## src/rtl/sar_trim_pkg.sv

```systemverilog
package sar_trim_pkg;
  typedef enum logic [1:0] {
    MODE_COARSE = 2'd0,
    MODE_TRACK  = 2'd1,
    MODE_HOLD   = 2'd2
  } trim_mode_e;
endpackage

```

## src/rtl/sar_rst_sync.sv

```systemverilog
module sar_rst_sync #(
  parameter int STAGES = 2
) (
  input  logic clk,
  input  logic rst_an,
  output logic rst_sn
);
  logic [STAGES-1:0] pipe_q;

  always_ff @(posedge clk or negedge rst_an) begin
    if (!rst_an) pipe_q <= '0;
    else         pipe_q <= {pipe_q[STAGES-2:0], 1'b1};
  end

  assign rst_sn = pipe_q[STAGES-1];
endmodule

```

## src/rtl/sar_phase_sampler.sv

```systemverilog
module sar_phase_sampler #(
  parameter int SYNC_STAGES = 2
) (
  input  logic ref_clk,
  input  logic rst_n,
  input  logic fb_clk,
  output logic lead_o
);
  logic                   cap_q;
  logic [SYNC_STAGES-1:0] sync_q;

  // bang-bang capture: feedback still low at reference edge => reference leads
  always_ff @(posedge ref_clk or negedge rst_n) begin
    if (!rst_n) begin
      cap_q  <= 1'b0;
      sync_q <= '0;
    end else begin
      cap_q  <= ~fb_clk;
      sync_q <= {sync_q[SYNC_STAGES-2:0], cap_q};
    end
  end

  assign lead_o = sync_q[SYNC_STAGES-1];
endmodule

```

## src/rtl/sar_tick_div.sv

```systemverilog
module sar_tick_div #(
  parameter int DIV = 16
) (
  input  logic ref_clk,
  input  logic rst_n,
  input  logic en_i,
  output logic tick_o
);
  localparam int CW = $clog2(DIV);

  logic [CW-1:0] cnt_q, cnt_d;

  always_comb begin
    if (!en_i)                     cnt_d = '0;
    else if (cnt_q == CW'(DIV-1))  cnt_d = '0;
    else                           cnt_d = cnt_q + 1'b1;
  end

  always_ff @(posedge ref_clk or negedge rst_n) begin
    if (!rst_n) cnt_q <= '0;
    else        cnt_q <= cnt_d;
  end

  assign tick_o = en_i && (cnt_q == CW'(DIV-1));


  tick_gap_chk: assert property (@(posedge ref_clk) disable iff (!rst_n)
    tick_o |=> !tick_o);
endmodule

```

## src/rtl/sar_trim_seq.sv

```systemverilog
module sar_trim_seq
  import sar_trim_pkg::*;
#(
  parameter int W = 4
) (
  input  logic         ref_clk,
  input  logic         rst_n,
  input  logic         lock_i,
  input  logic         tick_i,
  input  logic         lead_i,
  output logic [W-1:0] code_o,
  output logic         busy_o,
  output logic         done_o
);
  localparam int PW = (W > 2) ? $clog2(W) : 1;

  trim_mode_e    mode_q, mode_d;
  logic [W-1:0]  code_q, code_d;
  logic [PW-1:0] ptr_q,  ptr_d;

  always_comb begin
    mode_d = mode_q;
    code_d = code_q;
    ptr_d  = ptr_q;
    if (!lock_i) begin
      mode_d = MODE_COARSE;
      code_d = '1;
      ptr_d  = '0;
    end else begin
      case (mode_q)
        MODE_COARSE: begin
          mode_d = MODE_TRACK;
          code_d = '1;
          ptr_d  = '0;
        end
        MODE_TRACK: begin
          if (tick_i) begin
            for (int b = 0; b < W; b++) begin
              if ((ptr_q != '0) && (b == W - int'(ptr_q)) && !lead_i)
                code_d[b] = 1'b1;
              if (b == W - 1 - int'(ptr_q))
                code_d[b] = 1'b0;
            end
            if (ptr_q == PW'(W-1)) mode_d = MODE_HOLD;
            else                   ptr_d  = ptr_q + 1'b1;
          end
        end
        MODE_HOLD: ;
        default: begin
          mode_d = MODE_COARSE;
          code_d = '1;
          ptr_d  = '0;
        end
      endcase
    end
  end

  always_ff @(posedge ref_clk or negedge rst_n) begin
    if (!rst_n) begin
      mode_q <= MODE_COARSE;
      code_q <= '1;
      ptr_q  <= '0;
    end else begin
      mode_q <= mode_d;
      code_q <= code_d;
      ptr_q  <= ptr_d;
    end
  end

  assign code_o = code_q;
  assign busy_o = (mode_q == MODE_TRACK);
  assign done_o = (mode_q == MODE_HOLD);


  lock_drop_chk: assert property (@(posedge ref_clk) disable iff (!rst_n)
    !lock_i |=> (code_o == '1) && !busy_o && !done_o);


  hold_between_ticks_chk: assert property (@(posedge ref_clk) disable iff (!rst_n)
    (lock_i && !tick_i) |=> $stable(code_o));


  frozen_chk: assert property (@(posedge ref_clk) disable iff (!rst_n)
    (done_o && lock_i) |=> $stable(code_o) && done_o);


  start_chk: assert property (@(posedge ref_clk) disable iff (!rst_n)
    (lock_i && mode_q == MODE_COARSE) |=> busy_o);


  excl_flags_chk: assert property (@(posedge ref_clk) disable iff (!rst_n)
    !(busy_o && done_o));
endmodule

```

## src/rtl/sar_trim_ctrl.sv

```systemverilog
module sar_trim_ctrl #(
  parameter int W   = 4,
  parameter int DIV = 16
) (
  input  logic         ref_clk,
  input  logic         rst_n,
  input  logic         fb_clk,
  input  logic         locked_i,
  output logic [W-1:0] trim_code_o,
  output logic         busy_o,
  output logic         done_o
);
  logic rst_sn;
  logic lead;
  logic tick;

  sar_rst_sync #(.STAGES(2)) u_rst (
    .clk    (ref_clk),
    .rst_an (rst_n),
    .rst_sn (rst_sn)
  );

  sar_phase_sampler #(.SYNC_STAGES(2)) u_samp (
    .ref_clk (ref_clk),
    .rst_n   (rst_sn),
    .fb_clk  (fb_clk),
    .lead_o  (lead)
  );

  sar_tick_div #(.DIV(DIV)) u_div (
    .ref_clk (ref_clk),
    .rst_n   (rst_sn),
    .en_i    (busy_o),
    .tick_o  (tick)
  );

  sar_trim_seq #(.W(W)) u_seq (
    .ref_clk (ref_clk),
    .rst_n   (rst_sn),
    .lock_i  (locked_i),
    .tick_i  (tick),
    .lead_i  (lead),
    .code_o  (trim_code_o),
    .busy_o  (busy_o),
    .done_o  (done_o)
  );
endmodule

```

## config.mk

```make
export PLATFORM = sky130hd
export DESIGN_NAME = sar_trim_ctrl
export DESIGN_NICKNAME = d
export VERILOG_FILES = /design/src/rtl/sar_trim_pkg.sv /design/src/rtl/sar_rst_sync.sv /design/src/rtl/sar_phase_sampler.sv /design/src/rtl/sar_tick_div.sv /design/src/rtl/sar_trim_seq.sv /design/src/rtl/sar_trim_ctrl.sv
export SDC_FILE = /design/constraint.sdc
export NUM_CORES = 1
export LEC_CHECK = 0
export CAP_MARGIN = 10
export CELL_PAD_IN_SITES_DETAIL_PLACEMENT = 0
export CELL_PAD_IN_SITES_GLOBAL_PLACEMENT = 2
export CORE_UTILIZATION = 36
export CTS_CLUSTER_SIZE = 20
export DETAILED_ROUTE_END_ITERATION = 10
export DONT_BUFFER_PORTS = 1
export GPL_TIMING_DRIVEN = 0
export PLACE_DENSITY = 0.79
export RECOVER_POWER = 50
export REMOVE_ABC_BUFFERS = 1
export SKIP_LAST_GASP = 1
export SYNTH_ARGS = -nofsm -noshare
export SYNTH_HDL_FRONTEND = slang
export SYNTH_SLANG_ARGS = --single-unit
```

## constraint.sdc

```tcl
create_clock -name ref_clk -period 0.8 [get_ports ref_clk]
set_clock_uncertainty 0.05 [all_clocks]
set_input_delay 0.04 -clock ref_clk [delete_from_list [all_inputs] [get_ports ref_clk]]
set_output_delay 0.04 -clock ref_clk [all_outputs]
set_load 0.02 [all_outputs]
```

# ---- Word-level counts from Yosys, hierarchy flattened
# Cells that the tools add are included.
# Widths: inputs -> output; s select.
dict set report classes {
  addsub 4
  eq_ne 18
  n_mux 21
  bitwise_logic 1
  reduce_logical 20
}
# op n
set op_table {}
lappend op_table {{$eq 3x32->1 const A} 4}
lappend op_table {{$eq 2x32->1 const A} 2}
lappend op_table {{$logic_not 32->1} 2}
lappend op_table {{$reduce_and 3->1} 6}
lappend op_table {{$mux 4} 4}
lappend op_table {{$ne 4x2->1 const B} 4}
lappend op_table {{$mux 2} 6}
lappend op_table {{$logic_and 1x1->1} 9}
lappend op_table {{$mux 1} 8}
lappend op_table {{$pmux 4 s2} 1}
lappend op_table {{$ne 3x3->1 const B} 2}
lappend op_table {{$pmux 2 s3} 1}
lappend op_table {{$add 4x1->4 const B} 1}
lappend op_table {{$eq 2x2->1 const B} 2}
lappend op_table {{$eq 4x4->1 const B} 1}
lappend op_table {{$pmux 2 s2} 1}
lappend op_table {{$sub 3x2->4 const A} 1}
lappend op_table {{$ne 3x2->1 const B} 1}
lappend op_table {{$sub 2x2->3 const A} 1}
lappend op_table {{$add 2x1->2 const B} 1}
lappend op_table {{$eq 2x1->1 const B} 1}
lappend op_table {{$logic_not 2->1} 1}
lappend op_table {{$ne 2x2->1 const B} 1}
lappend op_table {{$reduce_bool 2->1} 1}
lappend op_table {{other kinds (2)} 2}
dict set report word_totals {
  reg_bits 17
  input_bits 4
  out_inout_bits 6
  word_cells 74
}

# ---- Depth between registers and ports, before layout
# Gate-level depths: netlist of run 1.
dict set report depth {
  depth_word 9
  mapped_depth 6
  mapped_depth_nobuf 4
}

# ---- By module
# A second synthesis of run 1 with hierarchy kept.
dict set report hier_totals {
  hier_cells 68
  area_unflattened_um2 818.3
}
# module instances cells_each area_per_inst_um2
set by_module_without_submodules {}
lappend by_module_without_submodules {sar_trim_seq 1 46 511.7}
lappend by_module_without_submodules {sar_tick_div 1 15 173.9}
lappend by_module_without_submodules {sar_phase_sampler 1 4 78.8}
lappend by_module_without_submodules {sar_rst_sync 1 3 53.8}

# ---- Least setup slack after synthesis of run 1
# No wires, ideal clock.
dict set report synth_path {
  kind {flip-flop to flip-flop}
  start {register u_div.cnt_q[0]}
  end {register u_seq.ptr_q[1]}
  setup_ps 122
  arrival_time_ps 1413
  t_required_ps 628
  setup_slack_ps -784
  path_stages_with_launch 7
  synth_period_minus_slack_ps 1584
  path_cell_list {dfrtp_1 > ha_1 > and3_1 > buf_6 > and3_4 > buf_6 > a32o_1}
}
dict set report synth_via {
  elab_chain_cells 4
}
# item line_no
set synth_lines {}
lappend synth_lines {{start: declaration} sar_tick_div.sv:11} ;# logic [CW-1:0] cnt_q, cnt_d;
lappend synth_lines {{start signal: assignment} sar_tick_div.sv:21} ;# else cnt_q <= cnt_d;
lappend synth_lines {{$eq 4x4->1} sar_tick_div.sv:24} ;# assign tick_o = en_i && (cnt_q == CW'(DIV-1));
lappend synth_lines {{$logic_and 1x1->1} sar_tick_div.sv:24}
lappend synth_lines {{$ne 3x3->1 (no line)} -}
lappend synth_lines {{$reduce_and 3->1 (no line)} -}
lappend synth_lines {{end signal: assignment} sar_trim_seq.sv:66} ;# ptr_q <= ptr_d;
lappend synth_lines {{end: declaration} sar_trim_seq.sv:19} ;# logic [PW-1:0] ptr_q, ptr_d;
# Every way passes these cells.
# A chain may end at the register's enable or synchronous reset.

# ---- Final worst setup path of run 1
dict set report layout_path {
  start {register u_div.cnt_q[1]}
  end {register u_seq.ptr_q[1]}
}
# The elaborated chain is that of the path after synthesis.

==> results of run 1 <==
## registers in the layout (all words and copies together), names as in the netlist
name / count
u_div.cnt_q: 4
u_seq.code_o: 4
u_rst.pipe_q: 2
u_samp.sync_q: 2
u_seq.mode_q: 2
u_seq.ptr_q: 2
u_samp.cap_q: 1
## synth_stat cells, types with 2 or more instances
cell type | n | area [sq um]
dfrtp_1 | 13 | 325.3
inv_1 | 10 | 37.54
ha_1 | 8 | 100.1
a32oi_1 | 4 | 35.03
dfstp_2 | 4 | 105.1
nand4b_1 | 4 | 35.03
a21oi_1 | 3 | 15.01
a22o_1 | 2 | 17.52
buf_6 | 2 | 22.52
nor2_1 | 2 | 7.510
## how the worst max path moves through the flow
stage                                    start                         end  slack (ps)  depth (start not counted)
global placement    u_seq.ptr_q[0]$_DFFE_PN0P_  u_seq.ptr_q[0]$_DFFE_PN0P_        -760                          4
floorplan             u_div.cnt_q[0]$_DFF_PN0_  u_seq.ptr_q[1]$_DFFE_PN0P_        -650                          4
detailed placement  u_seq.ptr_q[0]$_DFFE_PN0P_  u_seq.ptr_q[0]$_DFFE_PN0P_        -750                          4
global route        u_seq.ptr_q[0]$_DFFE_PN0P_  u_seq.ptr_q[1]$_DFFE_PN0P_        -570                          4
CTS                   u_div.cnt_q[1]$_DFF_PN0_  u_seq.ptr_q[1]$_DFFE_PN0P_        -520                          4
finish                u_div.cnt_q[1]$_DFF_PN0_  u_seq.ptr_q[1]$_DFFE_PN0P_        -540                          4
## cells by family (layout without fill, tap and decap cells)
kind of cell    after synthesis  after routing  synth area share [%]
simple gates                 14             14                 12.75
compound gates               14             14                 12.75
flops                        17             17                 52.84
buf+inv                      13             33                 7.834
other cells                   1              1                0.4604
fa+ha+maj                     8              8                 12.29
xor+xnor                      1              1                 1.075
## repair_timing
item	4_1_cts	5_1_grt
setup endpoints to repair	18	29
hold endpoints to repair	9	4
resized for setup	23	8
pin swaps	14	5
buffers inserted	11	3
hold buffers	4	1
## cell type report
class,instances,area (sq um),area share [%]
Clock buffer,3,22.52,2.016
Clock inverter,1,5.005,0.4479
Inverter,11,48.80,4.367
Multi-Input combinational cell,38,419.2,37.51
Sequential cell,17,432.9,38.75
Tap cell,27,33.78,3.024
Timing Repair Buffer,18,155.1,13.89
## metrics by stage
| step | hold slack, ps | cell area, sq um |
|---|---|---|
| after floorplan | -305.6 | 792.0 |
| after global placement | -305.5 | 825.8 |
| after detailed placement | -305.5 | 825.8 |
| after CTS | -183.6 | 1049 |
| after global routing | 95.75 | 1117 |
| final | 74.05 | 1117 |
## per-layer routing
metal  track usage, %  share of wire [%]
met4            10.00               0.89
met3            3.395                2.3
met5                0                  0
met2            27.03                 53
met1            18.66                 44
## critical path, stage by stage (launching register included)
cell	delay (ps)
dfrtp_1	440
ha_4	180
and3_4	170
and3_4	180
a32o_1	220
## where the power goes
part / leakage [nW] / switching [mW] / internal, mW
Clock: 0.0177 / 0.279 / 0.186
Sequential: 0.204 / 0.0383 / 0.887
Combinational: 0.280 / 0.0622 / 0.0910
Total: 0.502 / 0.379 / 1.16
==> metrics.md, run 1 <==
| Metric | Value |
|---|---|
| PortBufs | `0` |
| CP Launch Type | `flip-flop` |
| Status | `complete, but fails checks` |
| Avg Cell Area, Syn | `11.98 sq um` |
| Area Growth Syn to Fin | `37.17%` |
| Detailed-route DRC error count | `0` |
| Grt ovf | `0` |
| RD Place Congestion | `0.7169` |
| Final setup fails | `18` |
| Pre-Repair DR Iteration Count | `5` |
| R2r setup slk | `-540 ps` |
| Worst Slack Setup Final | `-543.7 ps` |
| First-pass GRT wire length | `2.870 mm` |
| Crit-path max FO | `7` |
| Overall Power | `1.544 mW` |
| Max Clock Freq | `744.2 MHz` |
| Placed cell count | `93` |
| CTS Root Cell | `clkbuf_4` |
| CTS Buf Count | `3` |
| Hold path start | `locked_i` |
| DR iter-0 viols | `9` |
| YS warnings | `0` |
| Crit path kind | `flip-flop to flip-flop` |
| RR Endpoint | `u_seq.ptr_q[1]$_DFFE_PN0P_` |
| Lkg Pwr | `0.5017 nW` |
| Core Rows | `16` |
| Tot GR Track Use | `16.15%` |
| Synth async-reset ratio | `100.0%` |
| H-tree levels | `1` |
| Worst-Margin Slew | `614.2 ps` |
| Fin crit share | `168.0%` |
| Initial antenna violation count | `0` |
| Failing checks | `setup timing` |
| Via count | `588` |
| Slew Viols, Final | `0` |
| CTS Buffer Depth | `2` |
| Most frequent cells in the layout | `buf_4, dfrtp_1, inv_1, ha_1, dlygate4sd3_1` |
| Number of standard cells after synthesis | `68` |
| Worst hold stages | `3` |
| Worst r2r src | `u_div.cnt_q[1]$_DFF_PN0_` |
| Post-Layout Cell Count | `115` |
| Hold WC Path Type | `primary input to flip-flop` |
| Worst slew margin | `59.05%` |
| Hold-critical path endpoint | `u_seq.code_o[0]$_DFFE_PN1P_` |
| Max-Cap Viols | `0` |
| CP endpoint kind | `flip-flop` |
| Register area share after synthesis | `52.84%` |
| Pre-CTS setup slack | `-755.0 ps` |
| Share of cells above drive strength 1 | `47.73%` |
| Netlist Area Pre-Place | `814.5 sq um` |
| Util after Layout | `54.72%` |
| DR WL/cell | `14.64 microns` |
| Layout fillers | `180` |
| Vias per cell | `5.113` |
| Drt total wl | `1.684 mm` |
| Ys flop type | `dfrtp_1` |
| Die area | `0.002457 sq mm` |
| Worst-path clk slew | `100 ps` |
| CTS tree | `done` |
| DRT antenna net count | `0` |
| FF-to-FF path depth | `4` |
| Final nets | `101` |
| Die width | `49.57 microns` |
| WP data required | `940 ps` |
| Ant. Diodes | `0` |
| Die height | `49.57 microns` |
| IO Pins | `10` |
| Synthesized flop and latch total | `17` |
| Initial Utilization | `39.89%` |
| Unique cell type count in the Yosys netlist | `26` |
| Peak supply drop | `0.001214 V` |
| Cell Pwr Density | `1381 mW/mm^2` |
| Largest net degree at the start of global routing | `16` |
| Fin. Hold Viols | `0` |
| Vias in the first global route | `597` |
| Critical path arrival | `1490 ps` |
| Core ar. | `0.002042 sq mm` |
| # clock sinks | `17` |
| Clk_lat worst skew | `290 ps` |
| Setup TNS | `-6616 ps` |
| Fin crit period | `1344 ps` |
| RSZ-0062 raised after global routing | `yes` |
| Final HPWL DP | `967 microns` |
| Post-synth EDFFs | `0` |
Note: power is estimated with default switching activity, not from simulation.
==> inputs of run 2 (changes only) <==
--- a/config.mk
+++ b/config.mk
@@ -5,15 +5,15 @@
 export SDC_FILE = /design/constraint.sdc
 export NUM_CORES = 1
 export LEC_CHECK = 0
+export BUFFER_PORTS_ARGS = -buffer_cell sky130_fd_sc_hd__buf_2
 export CAP_MARGIN = 10
 export CELL_PAD_IN_SITES_DETAIL_PLACEMENT = 0
 export CELL_PAD_IN_SITES_GLOBAL_PLACEMENT = 2
-export CORE_UTILIZATION = 36
+export CORE_UTILIZATION = 33
 export CTS_CLUSTER_SIZE = 20
 export DETAILED_ROUTE_END_ITERATION = 10
-export DONT_BUFFER_PORTS = 1
 export GPL_TIMING_DRIVEN = 0
-export PLACE_DENSITY = 0.79
+export PLACE_DENSITY = 0.8
 export RECOVER_POWER = 50
 export REMOVE_ABC_BUFFERS = 1
 export SKIP_LAST_GASP = 1
==> metrics.md, run 2 (same netlist as run 1, synthesis figures left out) <==
| Metric | Value |
|---|---|
| Clk_lat worst skew | `290 ps` |
| Die width | `51.68 microns` |
| Crit path kind | `flip-flop to flip-flop` |
| Ant. Diodes | `0` |
| CTS Buf Count | `3` |
| Initial antenna violation count | `0` |
| DR WL/cell | `13.69 microns` |
| RR Endpoint | `u_seq.ptr_q[0]$_DFFE_PN0P_` |
| Status | `complete, but fails checks` |
| # clock sinks | `17` |
| Initial Utilization | `35.79%` |
| Core Rows | `17` |
| Grt ovf | `0` |
| Slew Viols, Final | `0` |
| Worst-path clk slew | `100 ps` |
| Worst Slack Setup Final | `-546.7 ps` |
| Max Clock Freq | `742.5 MHz` |
| Fin. Hold Viols | `0` |
| Drt total wl | `1.794 mm` |
| Largest net degree at the start of global routing | `16` |
| Die height | `51.68 microns` |
| Final nets | `116` |
| DR iter-0 viols | `7` |
| DRT antenna net count | `0` |
| Die area | `0.002671 sq mm` |
| Crit-path max FO | `2` |
| Pre-Repair DR Iteration Count | `2` |
| Hold-critical path endpoint | `u_seq.mode_q[0]$_DFFE_PN0P_` |
| Hold path start | `locked_i` |
| Hold WC Path Type | `primary input to flip-flop` |
| Worst hold stages | `3` |
| PortBufs | `9` |
| Max-Cap Viols | `0` |
| Tot GR Track Use | `14.93%` |
| CP Launch Type | `flip-flop` |
| Vias per cell | `4.740` |
| Placed Area | `872.1 sq um` |
| Cell Pwr Density | `1272 mW/mm^2` |
| Peak supply drop | `0.0009435 V` |
| First-pass GRT wire length | `2.787 mm` |
| CTS Root Cell | `clkbuf_4` |
| Final HPWL DP | `996.9 microns` |
| Area Growth Syn to Fin | `50.08%` |
| Setup TNS | `-6997 ps` |
| IO Pins | `10` |
| Lkg Pwr | `0.5769 nW` |
| Final instance area | `0.001222 sq mm` |
| WP data required | `930 ps` |
| Most common library cell in the layout ignoring fill and taps | `buf_4` |
| CP endpoint kind | `flip-flop` |
| Failing checks | `setup timing` |
| Most frequent cells in the layout | `buf_4, dfrtp_1, buf_6, inv_1, ha_1` |
| Via count | `621` |
| Fin crit share | `168.3%` |
| Share of cells above drive strength 1 | `53.40%` |
| Vias in the first global route | `628` |
| H-tree levels | `1` |
| Worst r2r src | `u_seq.ptr_q[0]$_DFFE_PN0P_` |
| RD Place Congestion | `0.7003` |
| Final setup fails | `18` |
| CTS Buffer Depth | `2` |
| FF-to-FF path depth | `4` |
| R2r setup slk | `-550 ps` |
| CTS tree | `done` |
| Detailed-route DRC error count | `0` |
| Fin crit period | `1347 ps` |
| RSZ-0062 raised after global routing | `yes` |
| Critical path arrival | `1480 ps` |
| Core ar. | `0.002276 sq mm` |
-- run 2: cell types whose count changed in the layout (fill, tap and decap cells not counted) --
cell and change:
inv_4 -1, nor3_2 +1, nor3_4 -1, a32oi_1 +2
inv_2 +1, inv_1 +1, dlygate4sd3_1 -1, buf_6 +8
buf_4 +5, inv_6 -1, a32oi_2 -2, buf_2 +3
-- run 2: worst max-delay path, cell delays in order (launching register included) --
cell and delay [ps]:
dfrtp_2 440, ha_4 170, and4b_1 270, o22ai_2 100
a22o_1 220
-- run 2: how the worst max path moves through the flow --
stage	slack (ps)	depth (start not counted)	to	start
4_1_cts	-530	4	u_seq.ptr_q[1]$_DFFE_PN0P_	u_div.cnt_q[1]$_DFF_PN0_
2_1_floorplan	-650	4	u_seq.ptr_q[1]$_DFFE_PN0P_	u_div.cnt_q[0]$_DFF_PN0_
6_report	-550	4	u_seq.ptr_q[0]$_DFFE_PN0P_	u_seq.ptr_q[0]$_DFFE_PN0P_
3_3_place_gp	-760	4	u_seq.ptr_q[0]$_DFFE_PN0P_	u_seq.ptr_q[0]$_DFFE_PN0P_
5_1_grt	-600	5	u_seq.code_o[3]$_DFFE_PN1P_	u_div.cnt_q[0]$_DFF_PN0_
3_5_place_dp	-760	4	u_seq.ptr_q[0]$_DFFE_PN0P_	u_seq.ptr_q[0]$_DFFE_PN0P_
-- run 2: where the power goes --
part	leakage [nW]	switching, mW	internal, mW
Combinational	0.355	0.0646	0.107
Sequential	0.205	0.0373	0.888
Clock	0.0177	0.272	0.186
Total	0.577	0.374	1.18
-- run 2: what timing repair did --
action / CTS / global route
endpoints found under the setup margin: 18 / 29
hold endpoints to repair: 4 / 0
setup buffers: 15 / 5
hold buffers: 4 / 0
pin swaps: 14 / 11
gates resized for setup: 30 / 7
-- run 2: through the flow --
step / utilization, % / std cells / setup slack (ps) / power, mW / hold WS (ps)
4_1_cts: 50.96 / 126 / -528.2 / 1.539 / 14.40
5_1_grt: 53.71 / 131 / -603.8 / 1.641 / 43.12
3_5_place_dp: 38.32 / 103 / -757.5 / 1.003 / -224.8
2_1_floorplan: - / 66 / -651.6 / 0.9713 / -305.6
3_3_place_gp: 38.32 / 103 / -760.7 / 0.9999 / -224.9
6_report: 53.71 / 131 / -546.7 / 1.554 / 45.75
-- run 2: layer usage --
metal  part of all wire (%)  wire, microns  track usage (%)
met1                     45            808            17.59
met2                     51            921            25.32
met3                    2.0             36            2.924
met4                    1.6             29            8.108
met5                      0              0                0
-- run 2: final cells by class --
class,count,area (sq um)
inverters,11,41.29
clock inverters,1,5.005
well taps,28,35.03
multi-input cells,38,397.9
repair buffers,33,287.8
flip-flops and latches,17,432.9
clock buffers,3,22.52
fillers,186,1054
